<file path="src/rtl/ioch_pkg.sv">
// Shared types and command field constants for the I/O channel engine.
// Assumes 32-bit command and data words.
package ioch_pkg;
    localparam int WORD_W  = 32;
    localparam int LEN_W   = 12;
    localparam int IMM_W   = 16;
    localparam int CTL_N   = 8;
    localparam int SEL_W   = $clog2(CTL_N);

    localparam logic [1:0] CLS_BLK = 2'd0;
    localparam logic [1:0] CLS_ALU = 2'd1;
    localparam logic [1:0] CLS_CTL = 2'd2;
    localparam logic [1:0] CLS_END = 2'd3;

    typedef enum logic [1:0] {
        OP_ADD = 2'd0,
        OP_AND = 2'd1,
        OP_OR  = 2'd2,
        OP_XOR = 2'd3
    } ioch_op_e;

    typedef enum logic [3:0] {
        S_IDLE, S_FETCH, S_DECODE, S_AFETCH, S_ALOAD,
        S_MRD, S_MLAT, S_MPUSH, S_DIN, S_STAT
    } ioch_state_e;
endpackage

</file>
<file path="src/rtl/ioch_decode.sv">
// Splits a command word into its fields and flags reserved bits that are set.
// Assumes the word is the one returned for the last fetch.
module ioch_decode
    import ioch_pkg::*;
(
    input  logic [WORD_W-1:0] cmd,
    output logic [1:0]        cls,
    output logic              dir_in,
    output logic [LEN_W-1:0]  len,
    output ioch_op_e          op,
    output logic [IMM_W-1:0]  imm,
    output logic [SEL_W-1:0]  sel,
    output logic              bad
);
    assign cls    = cmd[31:30];
    assign dir_in = cmd[29];
    assign len    = cmd[LEN_W-1:0];
    assign op     = ioch_op_e'(cmd[17:16]);
    assign imm    = cmd[IMM_W-1:0];
    assign sel    = cmd[SEL_W-1:0];

    // Reserved-bit check per command class
    always_comb begin
        unique case (cls)
            CLS_BLK: bad = |cmd[28:LEN_W];
            CLS_ALU: bad = |cmd[29:18];
            CLS_CTL: bad = |cmd[29:SEL_W];
            default: bad = 1'b0;
        endcase
    end
endmodule

</file>
<file path="src/rtl/ioch_alu.sv">
// Applies the armed operation to a word in flight; passes it through when disarmed.
// Assumes the immediate is zero-extended.
module ioch_alu
    import ioch_pkg::*;
(
    input  logic              en,
    input  ioch_op_e          op,
    input  logic [IMM_W-1:0]  imm,
    input  logic [WORD_W-1:0] din,
    output logic [WORD_W-1:0] dout
);
    logic [WORD_W-1:0] opnd;
    assign opnd = {{(WORD_W-IMM_W){1'b0}}, imm};

    // Select the result of the chosen operation
    always_comb begin
        if (!en) dout = din;
        else begin
            unique case (op)
                OP_ADD: dout = din + opnd;
                OP_AND: dout = din & opnd;
                OP_OR:  dout = din | opnd;
                default: dout = din ^ opnd;
            endcase
        end
    end
endmodule

</file>
<file path="src/rtl/ioch_engine.sv">
// Command-fetching I/O channel engine. Fetches commands from memory after a host
// go strobe, moves blocks between memory and device FIFOs, applies an armed ALU
// operation, pulses control lines, then writes a status word and flags done.
// Assumes a one-cycle read latency and no other memory master.
module ioch_engine
    import ioch_pkg::*;
#(
    parameter int          ADDR_W      = 16,
    parameter int          CNT_W       = 16,
    parameter logic [15:0] STATUS_ADDR = 16'h00FC
) (
    input  logic              clk,
    input  logic              rst_n,
    input  logic              host_go,
    input  logic [ADDR_W-1:0] host_prog,
    output logic              host_busy,
    output logic              host_done,
    output logic [31:0]       host_status,
    output logic              mem_req,
    output logic              mem_we,
    output logic [ADDR_W-1:0] mem_addr,
    output logic [31:0]       mem_wdata,
    input  logic [31:0]       mem_rdata,
    input  logic              dev_in_valid,
    input  logic [31:0]       dev_in_data,
    output logic              dev_in_pop,
    input  logic              dev_out_full,
    output logic              dev_out_push,
    output logic [31:0]       dev_out_data,
    output logic [7:0]        dev_ctl
);
    localparam int PAD_W = WORD_W - 2 - CNT_W;
    localparam logic [ADDR_W-1:0] STAT_A = ADDR_W'(STATUS_ADDR);

    ioch_state_e       state;
    logic [ADDR_W-1:0] pc, ptr;
    logic [LEN_W-1:0]  remain;
    logic              dir_q, aen, err, done;
    ioch_op_e          aop;
    logic [IMM_W-1:0]  aimm;
    logic [CNT_W-1:0]  cmd_cnt;
    logic [WORD_W-1:0] data_q, alu_out;
    logic [CTL_N-1:0]  ctl_hit, ctl_q;

    logic [1:0]       d_cls;
    logic             d_dir, d_bad;
    logic [LEN_W-1:0] d_len;
    ioch_op_e         d_op;
    logic [IMM_W-1:0] d_imm;
    logic [SEL_W-1:0] d_sel;

    ioch_decode u_dec (
        .cmd(mem_rdata), .cls(d_cls), .dir_in(d_dir), .len(d_len),
        .op(d_op), .imm(d_imm), .sel(d_sel), .bad(d_bad)
    );

    ioch_alu u_alu (
        .en(aen), .op(aop), .imm(aimm),
        .din(dir_q ? dev_in_data : mem_rdata), .dout(alu_out)
    );

    // One-hot decode of the control line to pulse
    for (genvar i = 0; i < CTL_N; i++) begin : g_ctl
        assign ctl_hit[i] = (state == S_DECODE) && (d_cls == CLS_CTL) &&
                            !d_bad && (d_sel == SEL_W'(i));
    end

    assign host_busy    = (state != S_IDLE);
    assign host_done    = done;
    assign host_status  = {done, err, {PAD_W{1'b0}}, cmd_cnt};
    assign dev_ctl      = ctl_q;
    assign dev_out_data = data_q;
    assign dev_out_push = (state == S_MPUSH) && !dev_out_full;
    assign dev_in_pop   = (state == S_DIN) && dev_in_valid;

    // Memory port request, address and write data per state
    always_comb begin
        mem_req   = 1'b0;
        mem_we    = 1'b0;
        mem_addr  = pc;
        mem_wdata = alu_out;
        unique case (state)
            S_FETCH, S_AFETCH: mem_req = 1'b1;
            S_MRD: begin mem_req = 1'b1; mem_addr = ptr; end
            S_DIN: begin mem_req = dev_in_valid; mem_we = dev_in_valid; mem_addr = ptr; end
            S_STAT: begin
                mem_req   = 1'b1;
                mem_we    = 1'b1;
                mem_addr  = STAT_A;
                mem_wdata = {1'b1, err, {PAD_W{1'b0}}, cmd_cnt};
            end
            default: ;
        endcase
    end

    // Sequencer: fetch, decode and execute commands
    always_ff @(posedge clk) begin
        if (!rst_n) begin
            state   <= S_IDLE;
            pc      <= '0;
            ptr     <= '0;
            remain  <= '0;
            dir_q   <= 1'b0;
            aen     <= 1'b0;
            aop     <= OP_ADD;
            aimm    <= '0;
            err     <= 1'b0;
            done    <= 1'b0;
            cmd_cnt <= '0;
            data_q  <= '0;
            ctl_q   <= '0;
        end else begin
            ctl_q <= ctl_hit;
            unique case (state)
                S_IDLE: if (host_go) begin
                    pc      <= host_prog;
                    cmd_cnt <= '0;
                    err     <= 1'b0;
                    done    <= 1'b0;
                    aen     <= 1'b0;
                    state   <= S_FETCH;
                end
                S_FETCH: begin
                    pc    <= pc + 1'b1;
                    state <= S_DECODE;
                end
                S_DECODE: begin
                    if (d_bad) begin
                        err   <= 1'b1;
                        state <= S_STAT;
                    end else begin
                        unique case (d_cls)
                            CLS_BLK: begin
                                dir_q  <= d_dir;
                                remain <= d_len;
                                state  <= S_AFETCH;
                            end
                            CLS_ALU: begin
                                aen     <= 1'b1;
                                aop     <= d_op;
                                aimm    <= d_imm;
                                cmd_cnt <= cmd_cnt + 1'b1;
                                state   <= S_FETCH;
                            end
                            CLS_CTL: begin
                                cmd_cnt <= cmd_cnt + 1'b1;
                                state   <= S_FETCH;
                            end
                            default: state <= S_STAT;
                        endcase
                    end
                end
                S_AFETCH: begin
                    pc    <= pc + 1'b1;
                    state <= S_ALOAD;
                end
                S_ALOAD: begin
                    ptr <= mem_rdata[ADDR_W-1:0];
                    if (remain == '0) begin
                        cmd_cnt <= cmd_cnt + 1'b1;
                        aen     <= 1'b0;
                        state   <= S_FETCH;
                    end else begin
                        state <= dir_q ? S_DIN : S_MRD;
                    end
                end
                S_MRD: state <= S_MLAT;
                S_MLAT: begin
                    data_q <= alu_out;
                    state  <= S_MPUSH;
                end
                S_MPUSH, S_DIN: if ((state == S_MPUSH) ? !dev_out_full : dev_in_valid) begin
                    ptr    <= ptr + 1'b1;
                    remain <= remain - 1'b1;
                    if (remain == LEN_W'(1)) begin
                        cmd_cnt <= cmd_cnt + 1'b1;
                        aen     <= 1'b0;
                        state   <= S_FETCH;
                    end else begin
                        state <= (state == S_MPUSH) ? S_MRD : S_DIN;
                    end
                end
                S_STAT: begin
                    done  <= 1'b1;
                    state <= S_IDLE;
                end
                default: state <= S_IDLE;
            endcase
        end
    end
endmodule

</file>
<file path="config.mk">
export PLATFORM = sky130hd
export DESIGN_NAME = ioch_engine
export DESIGN_NICKNAME = d
export VERILOG_FILES = /design/src/rtl/ioch_pkg.sv /design/src/rtl/ioch_decode.sv /design/src/rtl/ioch_alu.sv /design/src/rtl/ioch_engine.sv
export SDC_FILE = /design/constraint.sdc
export NUM_CORES = 1
export LEC_CHECK = 0
export ABC_AREA = 1
export BUFFER_PORTS_ARGS = -buffer_cell sky130_fd_sc_hd__buf_2
export CAP_MARGIN = 20
export CORE_MARGIN = 3
export CORE_UTILIZATION = 35
export CTS_CLUSTER_SIZE = 16
export DETAILED_ROUTE_END_ITERATION = 10
export PLACE_DENSITY = 0.58
export SLEW_MARGIN = 20
export SYNTH_ARGS = -nofsm -noshare
export SYNTH_HDL_FRONTEND = slang
export SYNTH_SLANG_ARGS = --single-unit
</file>
<file path="constraint.sdc">
create_clock -name clk -period 6.05 [get_ports clk]
set_clock_uncertainty 0.1 [all_clocks]
set_input_delay 0.3025 -clock clk [delete_from_list [all_inputs] [get_ports clk]]
set_output_delay 0.3025 -clock clk [all_outputs]
set_load 0.02 [all_outputs]
</file>
# Yosys cells after proc, flatten, opt, wreduce, memory -nomap -nowiden

Index checks and enable logic that the tools add are counted.

Word-level logic and storage cells: 139
Output and inout bits: 126
Bits in registers: 126
Bits of input ports: 85

Reductions and logical operators: 44
Add/subtract/negate cells: 5
Multiplexer cells: 43
Bitwise gates (word level): 4
Eq/ne operators: 30

Operators by type and width:

| kind                  | count |
|---|---|
| $mux 16               | 8 |
| $mux 32               | 3 |
| $pmux 16 s2           | 3 |
| $pmux 32 s3           | 1 |
| $pmux 16 s4           | 1 |
| $add 16x1->16 const B | 3 |
| $mux 12               | 3 |
| $add 32x16->32        | 1 |
| $and 32x16->32        | 1 |
| $or 32x16->32         | 1 |
| $pmux 4 s8            | 1 |
| $xor 32x16->32        | 1 |
| $mux 4                | 7 |
| $reduce_or 27->1      | 1 |
| $pmux 12 s2           | 1 |
| $reduce_or 17->1      | 1 |
| $eq 4x3->1 const B    | 4 |
| $ne 2x2->1 const B    | 7 |
| $reduce_and 7->1      | 2 |
| $eq 12x1->1 const B   | 1 |
| $eq 3x3->1 const B    | 4 |
| $logic_and 1x1->1     | 12 |
| $logic_not 12->1      | 1 |
| $reduce_or 12->1      | 1 |
| 26 further kinds      | 57 |

# Depth between registers and ports, before layout

Word-level depth: 5
Gate-level depth with buffers: 20
Depth with buffers taken out: 18

# Modules after synthesis

A second synthesis with hierarchy kept.

Cell total of the unflattened synthesis: 1,819
Area total of the unflattened synthesis: 10,528.8 um^2

By module, submodules not included:

| module      | seq. area each (um^2) | cells an instance | area each (um^2) | instances |
|---|---|---|---|---|
| ioch_engine | 2,522.4               | 1,204             | 7,432.1          | 1 |
| ioch_alu    | 0.0                   | 542               | 2,676.3          | 1 |
| ioch_decode | 0.0                   | 73                | 420.4            | 1 |

# Worst setup path before layout

No wires, ideal clock.

Path kind: reg2out
Start: reg dir_q
End: out mem_wdata[25]
Buffers on the path: 2
Data required time: 5,648 ps
Path slack: 3,018 ps
Stages on the path, launching flop included: 16
Arrival time: 2,629 ps
Path through: dfxtp_1 > inv_2 > clkbuf_1 > clkbuf_1 > or2_2 > o21ai_1 > ha_1 > nand2_1 > inv_1 > a21oi_1 > nor2_1 > nor2_1 > nand3_2 > nand3_1 > nand3_1 > a21oi_1

Word-level cells in the longest chain between the ends: 5
Elaborated cells between the ends (all ways): 8
Classes of those cells: 1 x add/sub; 4 x mux; 3 x bitwise

Ends and longest elaborated chain:

| item                                         | RTL line           | text |
|---|---|---|
| from (decl)                                  | ioch_engine.sv:38  | `logic dir_q, aen, err, done;` |
| from (signal assigned)                       | ioch_engine.sv:134 | `dir_q <= d_dir;` |
| $mux 32 *                                    | ioch_engine.sv:59  | `.din(dir_q ? dev_in_data : mem_rdata), .dout(alu_out)` |
| $add 32x16->32, or another cell as far along | ioch_alu.sv:20     | `OP_ADD: dout = din + opnd;` |
| $pmux 32 s3                                  | ioch_alu.sv:19     | `unique case (op)` |
| $mux 32 *                                    | ioch_alu.sv:17     | `if (!en) dout = din;` |
| $mux 32 *                                    | ioch_engine.sv:82  | `unique case (state)` |
| to (decl)                                    | ioch_engine.sv:22  | `output logic [31:0] mem_wdata,` |

Every way passes the cells marked *; elsewhere a longest branch is shown, timed or not.

# Worst setup path in the final report

Start: reg dir_q
End: out mem_wdata[23]

Same word-level chain as after synthesis.

==> results by group <==
Cells and area
  – Non-Filler Instances: 2239
  – Final nets: 1977
  – Post-Layout Inst Area: 0.0119 mm2
  – Synthesis-to-layout area growth: 16.9%
  – Final Util: 42.1%
  – Layout cell share with drive strength beyond 1: 16.4%

Placement
  – Dpl hpwl: 29.7 mm
  – GPL Wtd Cong: 0.975
  – Pre-CTS WS: 2.63 ns
  – Dpl cells: 2204
  – Input/output buffers: 196
  – DP Area: 0.0113 mm2

Die
  – Die width: 176 um
  – Initial Utilization: 36.0%
  – Die height: 176 um
  – Die ar.: 0.0311 mm2
  – Ports: 211
  – Core area: 0.0282 mm2
  – FP Rows: 61

Setup path
  – CP Max Fanout: 40
  – Setup crit end kind: primary output
  – Required @ worst endpoint: 5.65 ns
  – Slowest stage delay, CP: 0.41 ns
  – Most frequent CP cell: nand2_1
  – Slowest CP cell: ha_1
  – Critical path class: flip-flop to primary output
  – R2r startpoint: state[1]
  – Crit path buf inv count: 3
  – Worst setup path start: dir_q
  – Reg2reg setup slack: 2.84 ns
  – Crit path DAT: 3.56 ns
  – Crit path max-delay family: simple AND/OR/NAND/NOR gates
  – Worst r2r dst: cmd_cnt[1]
  – Worst path cell trace: buf_4 -> nand2_1 -> o21ai_0 -> inv_1 -> ha_1 -> nand3_1 -> nand3_1 -> nand2_1 -> nand2_1 -> nand2_1 -> nand2_1 -> nand2_1 -> nand2_1 -> nand4_1 -> a21oi_1 -> buf_2
  – Worst Setup Start Kind: flip-flop
  – Reg2reg path depth: 11

Power
  – Switching power total: 1.13 mW
  – P_leak: 5.72 nW
  – Power, Total: 2.90 mW
  – Internal Power: 1.77 mW
  – Max VDD drop: 133 uV
  – Share of power burned in registers: 32.6%
  – Pwr/cell area: 244 mW/mm2
  – Clock power share: 37.0%
  – Combinational Power Share: 30.4%
  – Switch share: 38.9%

CTS
  – TritonCTS clock tree: built
  – CTS Root Cell: clkbuf_16
  – Clk_lat worst skew: 0.43 ns
  – CTS Sinks: 126
  – TritonCTS Buffers: 17
  – Clk buf depth: 2
  – H-tree levels: 4
  – Clock-pin slew on the worst setup and hold paths: 0.06 ns
  – Setup Buffers After CTS: 0
  – Post-CTS sizing: 0
  – Post-CTS Hold Buffers: 0

Logic synthesis
  – Sequential share of the synthesized area: 24.9%
  – Mapped Area: 0.0101 mm2
  – Distinct cells, synth: 51
  – Synthesized flop and latch total: 126
  – Syn Inst Count: 1696
  – YS warnings: 0
  – Syn Area/Cell: 5.98 um2

Route
  – # DRC: 0
  – DR vias: 11700
  – Routed WL: 39.4 mm
  – Final ANT Viol Nets: 0
  – WL/cell: 17.6 um
  – 1st-pass router iterations: 6
  – Routed vias/inst: 5.20
  – Drt initial violations: 1002

GRT
  – First-pass GRT wire length: 60.6 mm
  – Most Used Layer, Global Route: met2
  – Met3 usage: 4.92%
  – Initial antenna violation count: 5
  – Grt met2 use: 41.3%
  – Largest net degree at the start of global routing: 68
  – Global route overflow: 0
  – Vias in the first global route: 11000
  – Met1 usage: 30.7%
  – Total GRT Usage: 25.0%

Timing
  – Hold slack: 0.0418 ns
  – Max-slew violations: 0
  – Worst setup margin: 2.09 ns
  – Worst Tran Pin Value: 1.08 ns
  – Period minus WS final: 3.96 ns
  – Setup TNS: 0 ns
  – Final setup violation count: 0
  – Final hold vios: 0
  – Slew HR: 27.6%
  – Highest clock rate: 252 MHz
  – Period utilization: 65.5%
  – RSZ-0062 raised after global routing: false

Worst hold path
  – Hold WC Path Type: input pin to flip-flop
  – Min-Delay Path Depth: 3
  – Hold path endpoint: pc[5]
  – Worst hold path startpoint: host_prog[5]

Run status
  – Status: finished, final reports clean

Run
  – # Max-Cap Violations: 0
power groups by stage:
| stage | sequential, mW | clock, mW | combinational [mW] |
|---|---|---|---|
| final | 0.945 | 1.07 | 0.880 |
| after global placement | 0.962 | 0 | 0.866 |
| after CTS | 0.944 | 1.09 | 0.874 |
| after floorplan | 0.950 | 0 | 0.633 |
| after detailed placement | 0.962 | 0 | 0.870 |
| after global routing | 0.955 | 1.13 | 0.977 |
cells in the final DEF (no fill, tap or decap), types with 24 or more instances in the layout:
cell type,count
xor2_1,24
dfxtp_1,126
nand3_1,120
nand2_1,396
o21ai_0,121
inv_1,205
a21oi_1,129
ha_1,47
buf_2,196
nand4_1,41
nor2_1,211
cells in the mapped netlist (all sizes together):
cell type / n / area [um2]
clkinv: 3 / 12.5
nand4: 41 / 257
o221ai: 2 / 17.5
xor2: 24 / 210
o2111ai: 1 / 8.76
ha: 47 / 588
a211oi: 3 / 22.5
o211ai: 8 / 60.1
nand3: 124 / 656
a21oi: 130 / 654
o31ai: 1 / 7.51
nor2: 222 / 878
nor4: 2 / 12.5
o22ai: 17 / 106
inv: 221 / 830
a221oi: 2 / 17.5
conb: 1 / 3.75
clkbuf: 37 / 140
xnor2: 3 / 26.3
or2: 24 / 153
buf: 50 / 320
a22oi: 1 / 7.51
and2: 2 / 12.5
o21ai: 143 / 738
dfxtp: 126 / 2520
nand3b: 5 / 37.5
nor3b: 1 / 7.51
or3: 1 / 6.26
and3: 1 / 6.26
o21bai: 2 / 15.0
nor3: 23 / 115
o21a: 3 / 22.5
a31oi: 21 / 131
nand2: 404 / 1550
per-layer routing:
| layer | up-vias | part of all wire, % |
|---|---|---|
| li1 | 5780 | - |
| met2 | 474 | 45 |
| met5 | - | 0.058 |
| met4 | 4 | 5.3 |
| met1 | 5299 | 42 |
| met3 | 93 | 7.3 |
layout make-up:
cell class / instances / area, um2
fillers: 3076 / 16300
multi-input cells: 1272 / 6380
flip-flops and latches: 126 / 2520
repair buffers: 204 / 1040
inverters: 224 / 842
well taps: 378 / 473
clock buffers: 18 / 439
clock inverters: 14 / 155
diodes: 3 / 7.51
worst register-to-register path, stage by stage (launching register included):
cell and delay [ns]:
dfxtp_1 0.44, nor2_1 0.11, nand2_1 0.20, clkinv_2 0.11, nor2_4 0.47, inv_2 0.39
nand2_2 0.22, nand2_2 0.08, nor2_4 0.39, nand3_4 0.28, o21ai_0 0.24, nor2_1 0.06
registers in the layout, indices dropped and copies added (netlist names):
name	cells
dev_out_data	32
aimm	16
cmd_cnt	16
pc	16
ptr	16
remain	12
dev_ctl	8
state	4
aop	2
aen	1
dir_q	1
err	1
host_done	1
worst max path at each step:
stage | endpoint | slack [ns] | cells past startpoint
after detailed placement | mem_wdata[20] | 2.63 | 15
after global placement | mem_wdata[16] | 2.69 | 18
after floorplan | mem_wdata[25] | 3.02 | 15
after CTS | mem_wdata[20] | 2.17 | 15
after global routing | mem_wdata[20] | 1.74 | 16
final | mem_wdata[23] | 2.09 | 16
cells by family (layout without fill, tap and decap cells):
logic type      count (synthesis)  in the layout  share of synthesized area [%]
compound gates                334            334                           17.8
xor+xnor                       27             27                           2.33
fa+ha+maj                      47             47                           5.79
buf+inv                       311            460                           12.8
flops                         126            126                           24.9
other cells                     1             17                         0.0369
simple gates                  850            850                           36.3
(Power assumes the default switching activity.)
